--- config.mk ---
export PLATFORM = sky130hd
export DESIGN_NAME = xlat_cache
export DESIGN_NICKNAME = d
export VERILOG_FILES = /design/src/rtl/xlat_pkg.sv /design/src/rtl/xlat_match.sv /design/src/rtl/xlat_lru.sv /design/src/rtl/xlat_cache.sv
export SDC_FILE = /design/constraint.sdc
export NUM_CORES = 1
export LEC_CHECK = 0
export BUFFER_PORTS_ARGS = -buffer_cell sky130_fd_sc_hd__buf_2
export CAP_MARGIN = 20
export CORE_MARGIN = 8
export CORE_UTILIZATION = 55
export CTS_BUF_LIST = sky130_fd_sc_hd__clkbuf_4 sky130_fd_sc_hd__clkbuf_8
export CTS_CLUSTER_SIZE = 30
export DETAILED_ROUTE_END_ITERATION = 10
export GPL_TIMING_DRIVEN = 0
export PLACE_DENSITY = 0.74
export SLEW_MARGIN = 15
export SYNTH_ARGS = -nofsm -noshare
export SYNTH_HDL_FRONTEND = slang
export SYNTH_SLANG_ARGS = --single-unit
--- constraint.sdc ---
create_clock -name clk -period 8 [get_ports clk]
set_clock_uncertainty 0.05 [all_clocks]
set_input_delay 0.8 -clock clk [delete_from_list [all_inputs] [get_ports clk]]
set_output_delay 0.8 -clock clk [all_outputs]
set_load 0.02 [all_outputs]
--- src/rtl/xlat_pkg.sv ---
package xlat_pkg;
  localparam int unsigned XL_VA_W    = 32;
  localparam int unsigned XL_PA_W    = 32;
  localparam int unsigned XL_OFF_W   = 12;
  localparam int unsigned XL_ENTRIES = 8;
endpackage

--- src/rtl/xlat_match.sv ---
module xlat_match #(
  parameter int unsigned N  = 8,
  parameter int unsigned KW = 20,
  parameter int unsigned IW = 3
) (
  input  logic [N-1:0]         valid,
  input  logic [N-1:0][KW-1:0] tags,
  input  logic [KW-1:0]        key,
  output logic [N-1:0]         vec,
  output logic                 hit,
  output logic [IW-1:0]        idx
);
  // compare every slot at once
  for (genvar g = 0; g < N; g++) begin : g_cmp
    assign vec[g] = valid[g] && (tags[g] == key);
  end

  assign hit = |vec;

  always_comb begin
    idx = '0;
    for (int i = N - 1; i >= 0; i--) begin
      if (vec[i]) idx = IW'(i);
    end
  end
endmodule

--- src/rtl/xlat_lru.sv ---
module xlat_lru #(
  parameter int unsigned N  = 8,
  parameter int unsigned IW = 3
) (
  input  logic          clk,
  input  logic          rst_n,
  input  logic          touch,
  input  logic [IW-1:0] touch_idx,
  input  logic [N-1:0]  valid,
  output logic [IW-1:0] victim
);
  // age 0 = most recent, N-1 = oldest; ages always form a permutation
  logic [IW-1:0] age [N];
  logic [N-1:0]  oldest;
  logic          any_free;

  always_ff @(posedge clk) begin
    if (!rst_n) begin
      for (int i = 0; i < N; i++) age[i] <= IW'(i);
    end else if (touch) begin
      for (int i = 0; i < N; i++) begin
        if (IW'(i) == touch_idx) age[i] <= '0;
        else if (age[i] < age[touch_idx]) age[i] <= age[i] + 1'b1;
      end
    end
  end

  for (genvar g = 0; g < N; g++) begin : g_old
    assign oldest[g] = (age[g] == IW'(N - 1));
  end

  always_comb begin
    victim   = '0;
    any_free = 1'b0;
    for (int i = N - 1; i >= 0; i--) begin
      if (!valid[i]) begin
        victim   = IW'(i);
        any_free = 1'b1;
      end
    end
    if (!any_free) begin
      for (int i = 0; i < N; i++) begin
        if (oldest[i]) victim = IW'(i);
      end
    end
  end

  AST_ONE_OLDEST: assert property (@(posedge clk) disable iff (!rst_n)
    $countones(oldest) == 1);
endmodule

--- src/rtl/xlat_cache.sv ---
module xlat_cache
  import xlat_pkg::*;
#(
  parameter int unsigned VA_W    = XL_VA_W,
  parameter int unsigned PA_W    = XL_PA_W,
  parameter int unsigned OFF_W   = XL_OFF_W,
  parameter int unsigned ENTRIES = XL_ENTRIES
) (
  input  logic                   clk,
  input  logic                   rst_n,
  input  logic                   lk_valid,
  output logic                   lk_ready,
  input  logic [VA_W-1:0]        lk_vaddr,
  output logic                   rsp_valid,
  input  logic                   rsp_ready,
  output logic                   rsp_hit,
  output logic [PA_W-1:0]        rsp_paddr,
  input  logic                   fill_valid,
  output logic                   fill_ready,
  input  logic [VA_W-OFF_W-1:0]  fill_vpn,
  input  logic [PA_W-OFF_W-1:0]  fill_pfn,
  input  logic                   inv_valid,
  input  logic [VA_W-OFF_W-1:0]  inv_vpn,
  input  logic                   flush
);
  localparam int unsigned VPN_W = VA_W - OFF_W;
  localparam int unsigned PFN_W = PA_W - OFF_W;
  localparam int unsigned IW    = $clog2(ENTRIES);

  logic [ENTRIES-1:0]            valid_q;
  logic [ENTRIES-1:0][VPN_W-1:0] tag_q;
  logic [ENTRIES-1:0][PFN_W-1:0] pfn_q;

  logic [ENTRIES-1:0] l_vec, m_vec;
  logic               l_hit, m_hit;
  logic [IW-1:0]      l_idx, m_idx, victim, fill_idx, touch_idx;
  logic [VPN_W-1:0]   mnt_key;
  logic               lk_fire, fill_fire, inv_fire, touch;

  // handshake and maintenance priority: flush > invalidate > refill > lookup
  assign lk_ready   = (!rsp_valid || rsp_ready) && !fill_valid && !inv_valid && !flush;
  assign fill_ready = !inv_valid && !flush;
  assign lk_fire    = lk_valid && lk_ready;
  assign fill_fire  = fill_valid && fill_ready;
  assign inv_fire   = inv_valid && !flush;
  assign mnt_key    = inv_valid ? inv_vpn : fill_vpn;

  xlat_match #(.N(ENTRIES), .KW(VPN_W), .IW(IW)) i_lk_match (
    .valid(valid_q), .tags(tag_q), .key(lk_vaddr[VA_W-1:OFF_W]),
    .vec(l_vec), .hit(l_hit), .idx(l_idx)
  );

  xlat_match #(.N(ENTRIES), .KW(VPN_W), .IW(IW)) i_mnt_match (
    .valid(valid_q), .tags(tag_q), .key(mnt_key),
    .vec(m_vec), .hit(m_hit), .idx(m_idx)
  );

  assign fill_idx  = m_hit ? m_idx : victim;
  assign touch     = (lk_fire && l_hit) || fill_fire;
  assign touch_idx = fill_fire ? fill_idx : l_idx;

  xlat_lru #(.N(ENTRIES), .IW(IW)) i_lru (
    .clk(clk), .rst_n(rst_n), .touch(touch), .touch_idx(touch_idx),
    .valid(valid_q), .victim(victim)
  );

  always_ff @(posedge clk) begin
    if (!rst_n) begin
      valid_q <= '0;
    end else if (flush) begin
      valid_q <= '0;
    end else if (inv_fire) begin
      if (m_hit) valid_q[m_idx] <= 1'b0;
    end else if (fill_fire) begin
      valid_q[fill_idx] <= 1'b1;
    end
  end

  always_ff @(posedge clk) begin
    if (fill_fire) begin
      tag_q[fill_idx] <= fill_vpn;
      pfn_q[fill_idx] <= fill_pfn;
    end
  end

  always_ff @(posedge clk) begin
    if (!rst_n) begin
      rsp_valid <= 1'b0;
      rsp_hit   <= 1'b0;
      rsp_paddr <= '0;
    end else if (lk_fire) begin
      rsp_valid <= 1'b1;
      rsp_hit   <= l_hit;
      rsp_paddr <= l_hit ? {pfn_q[l_idx], lk_vaddr[OFF_W-1:0]} : '0;
    end else if (rsp_ready) begin
      rsp_valid <= 1'b0;
    end
  end

  AST_RSP_HOLD: assert property (@(posedge clk) disable iff (!rst_n)
    rsp_valid && !rsp_ready |=> rsp_valid && $stable(rsp_paddr) && $stable(rsp_hit));
  AST_LK_UNIQUE: assert property (@(posedge clk) disable iff (!rst_n)
    $onehot0(l_vec));
  AST_MNT_UNIQUE: assert property (@(posedge clk) disable iff (!rst_n)
    $onehot0(m_vec));
  AST_FLUSH_EMPTY: assert property (@(posedge clk) disable iff (!rst_n)
    flush |=> !l_hit && !m_hit);
  AST_INV_GONE: assert property (@(posedge clk) disable iff (!rst_n)
    inv_fire && m_hit |=> !valid_q[$past(m_idx)]);
endmodule

Yosys cells after proc, flatten, opt, wreduce, memory -nomap -nowiden
Memories as Yosys holds them, arrays and structs flattened.
Index checks and enable logic that the tools add are counted.
{"block": "op_classes", "add_sub_neg": 8, "order_cmp": 13, "n_eq_ne": 32, "n_mux": 149, "bitwise_logic": 20, "n_reduce_logical": 39}
{"cell": "$bwmux W160", "count": 2}
{"cell": "$eq A20 B20 Y1", "count": 16}
{"cell": "$mux W3", "count": 51}
{"cell": "$mux W1", "count": 85}
{"cell": "$bmux W20 S3", "count": 1}
{"cell": "$demux W20 S3", "count": 1}
{"cell": "$mux W20", "count": 3}
{"cell": "$mux W32", "count": 1}
{"cell": "$logic_and A1 B1 Y1", "count": 26}
{"cell": "$add A3 B1 Y3 const B", "count": 8}
{"cell": "$eq A3 B3 Y1 const B", "count": 8}
{"cell": "$lt A3 B3 Y1", "count": 8}
{"cell": "$mux W8", "count": 3}
{"cell": "$or A1 B1 Y1", "count": 16}
{"cell": "$reduce_or A8 Y1", "count": 2}
{"cell": "$eq A3 B3 Y1 const A", "count": 4}
{"cell": "$lt A3 B4 Y1 const B", "count": 3}
{"cell": "$and A8 B8 Y8", "count": 1}
{"cell": "$not A8 Y8", "count": 1}
{"cell": "$or A8 B8 Y8", "count": 1}
{"cell": "$demux W1 S3", "count": 2}
{"cell": "$eq A2 B3 Y1 const A", "count": 2}
{"cell": "$ge A3 B1 Y1 const B", "count": 2}
{"cell": "$logic_not A1 Y1", "count": 4}
{"cell": "8 further kinds", "count": 10}
{"block": "word_totals", "register_bits": 362, "mem_bits_rw": 24, "inputBits": 99, "out_inout_bits": 36, "elab_cells": 282, "memories": 1}
{"name": "i_lru.age", "depth": 8, "width": 3, "read_ports": 9, "rd_ports_with_merged_regs": 0, "write_ports": 8, "line": "xlat_lru.sv:13", "rtl": "logic [IW-1:0] age [N];"}

Logic depth before layout (Yosys ltp)
An unclocked memory read counts as a cell.
{"block": "depth", "depth_word": 27, "depth_mapped": 22, "mapped_depth_nobuf": 20}

Hierarchy
From an unflattened synthesis, not the netlist that was laid out.
{"block": "hier_totals", "hier_cells": 1333, "hier_area_um2": 19306.0}
{"mod": "xlat_cache", "instances": 1, "cells_each": 618, "area_each_um2": 12857.3, "seq_area_each_um2": 10450.0}
{"mod": "xlat_match", "instances": 2, "cells_each": 251, "area_each_um2": 2138.3, "seq_area_each_um2": 0.0}
{"mod": "xlat_lru", "instances": 1, "cells_each": 213, "area_each_um2": 2172.1, "seq_area_each_um2": 720.7}

Worst setup path after synthesis
No wires, ideal clock.
{"block": "synth_path", "kind": "input -> register", "start": "input inv_valid", "end": "register valid_q[2]", "setup_ps": 70, "arrival_ps": 6736, "t_required_ps": 7880, "path_slack_ps": 1144, "cell_stages": 12, "path_buffers": 2, "path_cell_list": "buf_6 -> buf_8 -> mux2i_4 -> xnor2_1 -> or4_1 -> nor4_2 -> nand2b_1 -> a21oi_1 -> a31o_2 -> or2_2 -> nor3b_1 -> o21ba_2"}
{"block": "synth_via", "elab_chain_len": 19, "elab_cells_between_ends": 50, "cone_classes": "order compare (4); eq/ne (9); mux (17); bitwise (3); reduce/logical (17)"}
{"element": "start: declaration", "line": "xlat_cache.sv:22", "rtl": "input logic inv_valid,"}
{"element": "$mux W20", "line": "xlat_cache.sv:46", "rtl": "assign mnt_key = inv_valid ? inv_vpn : fill_vpn;"}
{"element": "$eq A20 B20 Y1", "line": "xlat_match.sv:15", "rtl": "assign vec[g] = valid[g] && (tags[g] == key);"}
{"element": "$logic_and A1 B1 Y1", "line": "xlat_match.sv:15"}
{"element": "$mux W3 (8 in series)", "line": "xlat_match.sv:23", "rtl": "if (vec[i]) idx = IW'(i);"}
{"element": "$mux W3 (tied with other cells)", "line": "xlat_cache.sv:58", "rtl": "assign fill_idx = m_hit ? m_idx : victim;"}
{"element": "$lt A3 B4 Y1 (not written as such) (tied with other cells)", "line": "xlat_cache.sv:75", "rtl": "valid_q[fill_idx] <= 1'b1;"}
{"element": "$logic_and A1 B1 Y1 (not written as such) or $mux W1 (tied branches)", "line": "xlat_cache.sv:75, xlat_cache.sv:73"}
{"element": "$mux W1 (not written as such) or $demux W1 S3 (tied branches)", "line": "xlat_cache.sv:75, xlat_cache.sv:73"}
{"element": "$demux W1 S3 or $not A8 Y8 (tied branches)"}
{"element": "$or A8 B8 Y8 (no line) or $and A8 B8 Y8 (tied branches)"}
{"element": "$mux W8 (on tied branches)", "line": "xlat_cache.sv:74, xlat_cache.sv:73"}
{"element": "$mux W8", "line": "xlat_cache.sv:72", "rtl": "end else if (inv_fire) begin"}
{"element": "end signal: assignment", "line": "xlat_cache.sv:71", "rtl": "valid_q <= '0;"}
{"element": "end signal: indexed assignment", "line": "xlat_cache.sv:73", "rtl": "if (m_hit) valid_q[m_idx] <= 1'b0;"}
{"element": "end signal: indexed assignment", "line": "xlat_cache.sv:75"}
{"element": "end: declaration", "line": "xlat_cache.sv:30", "rtl": "logic [ENTRIES-1:0] valid_q;"}
Parallel ways exist; a longest one is shown, timed or not. The select of a mux whose other input is x is not followed.
A chain may end at the register's enable or synchronous reset.

==> results.py <==
metrics = {
    "status": {
        "status": "finished, final reports clean",
    },
    "global_routing": {
        "grt_pass1_wl_mm": 91.8,
        "antenna_found_initial": 6,
        "grt_max_degree": 32,
        "grt_pass1_vias": 14575,
        "overflow": 0,
        "grtUsageTotal_pct": 29.6,
    },
    "sta": {
        "slew_headroom_pct": 15.0,
        "worstMarginPinSlew_ns": 1.25,
        "rsz0062_at_grt": "no",
        "period_needed_ns": 6.57,
        "slew_violations": 0,
        "hold_viol": 0,
        "fin_ws_ns": 1.43,
        "fmax_mhz": 152,
        "fin_crit_sh_pct": 82.1,
        "setup_viol": 0,
        "setup_tns_ns": 0,
    },
    "yosys": {
        "synth_flop_cell": "edfxtp_1",
        "async_reset_ff_share_pct": 0,
        "synth-seq-cells": 386,
        "yosysUniqueCellTypes": 77,
        "yosys_warnings": 0,
        "syn_inst": 1616,
        "synth_edf_count": 344,
        "syn-cell-area_mm2": 0.0200,
        "synth-seq-area-share_pct": 55.9,
        "syn-num-nets": 1739,
        "avgSynthCellArea_um2": 12.4,
    },
    "place": {
        "hpwl_mm": 43.4,
        "pre_cts_slack_ns": 0.958,
        "io_buffers": 112,
        "place_congestion": 0.997,
        "placed_area_mm2": 0.0214,
        "dp.cells": 2216,
    },
    "cts": {
        "cts_buffers": 61,
        "clkLatencyLatePin_ns": 0.68,
        "cts_resized": 0,
        "cts_tree": "built",
        "clk_path_buf_depth": 3,
        "cts.clk_slew.worst_paths_ns": 0.06,
        "postCtsSetupBuffers": 0,
        "htree_num_levels": 2,
        "clock-sinks": 386,
        "holdBufCountCts": 0,
        "root_buffer": "clkbuf_8",
    },
    "setup_path": {
        "cp.arrival_ns": 6.82,
        "cp_top_family": "compound AO/OA/AOI/OAI gates",
        "cp_slowest_cell": "clkbuf_1",
        "r2r_cells": 18,
        "crit_chain": "clkbuf_1 -> xor2_1 -> or2_2 -> nor3b_1 -> nand4b_1 -> a21bo_1 -> a21boi_1 -> o21ai_1 -> nor2_1 -> or2_1 -> clkbuf_1 -> and2_1 -> a211oi_1 -> a31oi_1 -> a21boi_1 -> ha_1 -> nand2_1 -> nor2_1 -> a221oi_1",
        "reg2reg_to": "i_lru.age[5][2]",
        "required_ns": 8.25,
        "r2r_setup_slack_ns": 1.64,
        "cp-endpoint": "i_lru.age[5][2]",
        "slowest_delay_ns": 0.85,
        "crit_path_max_fanout": 10,
        "start_kind": "primary input",
        "endpoint_kind": "flip-flop",
        "r2r_start": "tag_q[130]",
        "worstSetupStartpoint": "lk_vaddr[18]",
        "criticalPathCategory": "in -> reg",
        "path_depth": 19,
        "path_buf_inv": 2,
    },
    "floorplan": {
        "rows": 70,
        "die-width_um": 207,
        "die-area_mm2": 0.0427,
        "core_area_mm2": 0.0362,
        "start_util_pct": 55.2,
        "pin_count": 135,
        "die_y_um": 207,
    },
    "routing": {
        "drt_wl_total_mm": 63.4,
        "antenna_left": 0,
        "drtIter0Drc": 1886,
        "via_count": 14790,
        "drc": 0,
        "first_pass_iters": 5,
        "viasPerCell": 6.35,
        "wl_per_cell_um": 27.2,
    },
    "cells_and_area": {
        "area_growth_pct": 13.7,
        "final_cells": 2329,
        "nNetsFinal": 1934,
        "final_area_mm2": 0.0227,
        "post_route_cells_drive_above_1_share_pct": 16.2,
        "num-fill-cells": 2847,
    },
    "pwr": {
        "finalPower_mw": 4.44,
        "pwr_density_cell_mw_per_mm2": 195,
        "peakVddDrop_mv": 0.158,
        "p_leak_nw": 7.47,
    },
    "hold_path": {
        "min_path_type": "in -> reg",
    },
    "job": {
        "maxCapViolations": 0,
    },
}
## layout by cell type, fill, tap and decap left out, types with 6 or more instances in the layout
| cell | instances |
|---|---|
| nor4b_1 | 7 |
| and2_1 | 25 |
| buf_2 | 126 |
| xor2_1 | 98 |
| nand2b_1 | 8 |
| nand3_1 | 36 |
| a21oi_1 | 55 |
| nand4_1 | 68 |
| buf_4 | 12 |
| and3_1 | 10 |
| mux2i_1 | 50 |
| ha_1 | 24 |
| a211oi_1 | 71 |
| clkbuf_8 | 65 |
| inv_1 | 11 |
| nand2_1 | 81 |
| or4_1 | 11 |
| xnor2_1 | 220 |
| a311oi_1 | 8 |
| a22oi_1 | 12 |
| nor3_1 | 23 |
| clkbuf_1 | 52 |
| a31oi_1 | 6 |
| clkinv_1 | 8 |
| mux2i_4 | 15 |
| nor4_1 | 60 |
| or2_2 | 6 |
| dfxtp_1 | 42 |
| nor2b_1 | 55 |
| nor4bb_1 | 7 |
| clkbuf_4 | 26 |
| edfxtp_1 | 344 |
| nor3b_1 | 7 |
| o21ai_0 | 42 |
| nor2_1 | 48 |
## area by class of cell
type	count	area, um^2	area share, %
Sequential cell	386	11200	49.2
Timing Repair Buffer	132	792	3.49
Antenna cell	2	5.00	0.0220
Inverter	13	48.8	0.215
Multi-Input combinational cell	1144	8470	37.3
Buffer	73	322	1.42
Clock inverter	20	225	0.992
Tap cell	468	586	2.58
Clock buffer	91	1090	4.80
## cell families (layout without fill, tap and decap cells)
family,Yosys count,count (layout),share of synthesized area [%]
other,0,2,0
multiplexers,70,70,4.54
XOR/XNOR,318,318,13.9
AND/OR/NAND/NOR,484,484,13.9
adder cells (fa/ha/maj),24,24,1.50
flip-flops,386,386,55.9
AO/OA/AOI/OAI,248,248,8.35
buffers and inverters,86,329,1.85
## per-layer routing
layer	part of all wire [%]	up-vias	track usage, %
met5	0.036	-	0
met4	3.8	4	10.8
met3	12	170	7.43
met2	44	968	45.5
met1	40	7133	40.3
li1	-	6515	-
## flip-flops by register name (all words and copies together), names as in the netlist
name	count
valid_q	8
tag_q	160
rsp_hit	1
i_lru.age	24
rsp_paddr	32
rsp_valid	1
pfn_q	160
## power by group
group / leakage, nW / switching, mW / internal, mW / total, mW
Sequential: 3.44 / 0.0115 / 2.21 / 2.22
Clock: 0.695 / 0.788 / 1.03 / 1.82
Combinational: 3.33 / 0.266 / 0.131 / 0.398
Total: 7.47 / 1.07 / 3.37 / 4.44
## per-stage QoR
stage | utilization [%] | hold WS (ns)
final | 62.8 | 0.349
after global routing | 62.8 | 0.328
after CTS | 62.8 | 0.311
after detailed placement | 59.1 | 0.430
after global placement | 58.4 | 0.404
after floorplan | - | 0.450
## cells in the mapped netlist (all sizes together), types with 3 or more instances
library cell / number / share of area (%)
nand2: 81 / 1.5
a311oi: 8 / 0.35
inv: 13 / 0.24
clkbuf: 52 / 0.98
xnor2: 220 / 9.6
edfxtp: 344 / 52
o31ai: 5 / 0.21
a31oi: 6 / 0.19
nor4bb: 7 / 0.35
a22oi: 13 / 0.51
nand2b: 8 / 0.25
o41ai: 3 / 0.13
dfxtp: 42 / 4.2
nor3: 24 / 0.60
a211o: 3 / 0.13
xor2: 98 / 4.3
nand3: 36 / 0.90
mux2i: 70 / 4.5
o22ai: 3 / 0.094
or2: 8 / 0.25
or4: 11 / 0.41
nor2b: 55 / 1.7
a21o: 4 / 0.15
a211oi: 72 / 2.7
o21ai: 44 / 1.1
nor4b: 8 / 0.38
and3: 10 / 0.31
nand4b: 3 / 0.13
and4: 3 / 0.13
nor3b: 9 / 0.34
a21boi: 9 / 0.34
and2: 26 / 0.81
nand4: 68 / 2.1
ha: 24 / 1.5
nor2: 51 / 1.0
nor4: 62 / 2.0
a21oi: 55 / 1.4
or4b: 5 / 0.25
buf: 21 / 0.63
or3: 4 / 0.13
o21a: 4 / 0.15
## worst register-to-register path: stages (launching register included)
cell and delay (ns):
edfxtp_1 0.44, xor2_1 0.20, or4b_1 0.53, or4_1 0.56, o211ai_1 0.22, a21bo_1 0.15, a21boi_1 0.06, o21ai_1 0.71
nor2_1 0.18, or2_1 0.26, clkbuf_1 0.24, and2_1 0.23, a211oi_1 0.26, a31oi_1 0.07, a21boi_1 0.78, ha_1 0.44
nand2_1 0.08, nor2_1 0.05, a221oi_1 0.50
## how the worst min path moves through the flow
stage	endpoint	slack (ns)	from	cells after the start
after detailed placement	rsp_hit	0.43	rsp_hit	2
after global placement	rsp_hit	0.40	rsp_hit	2
after floorplan	valid_q[4]	0.45	valid_q[4]	2
final	rsp_paddr[11]	0.35	lk_vaddr[11]	3
after global routing	rsp_paddr[8]	0.33	lk_vaddr[8]	3
after CTS	rsp_paddr[6]	0.31	lk_vaddr[6]	3
Note: power is estimated with default switching activity, not from simulation.
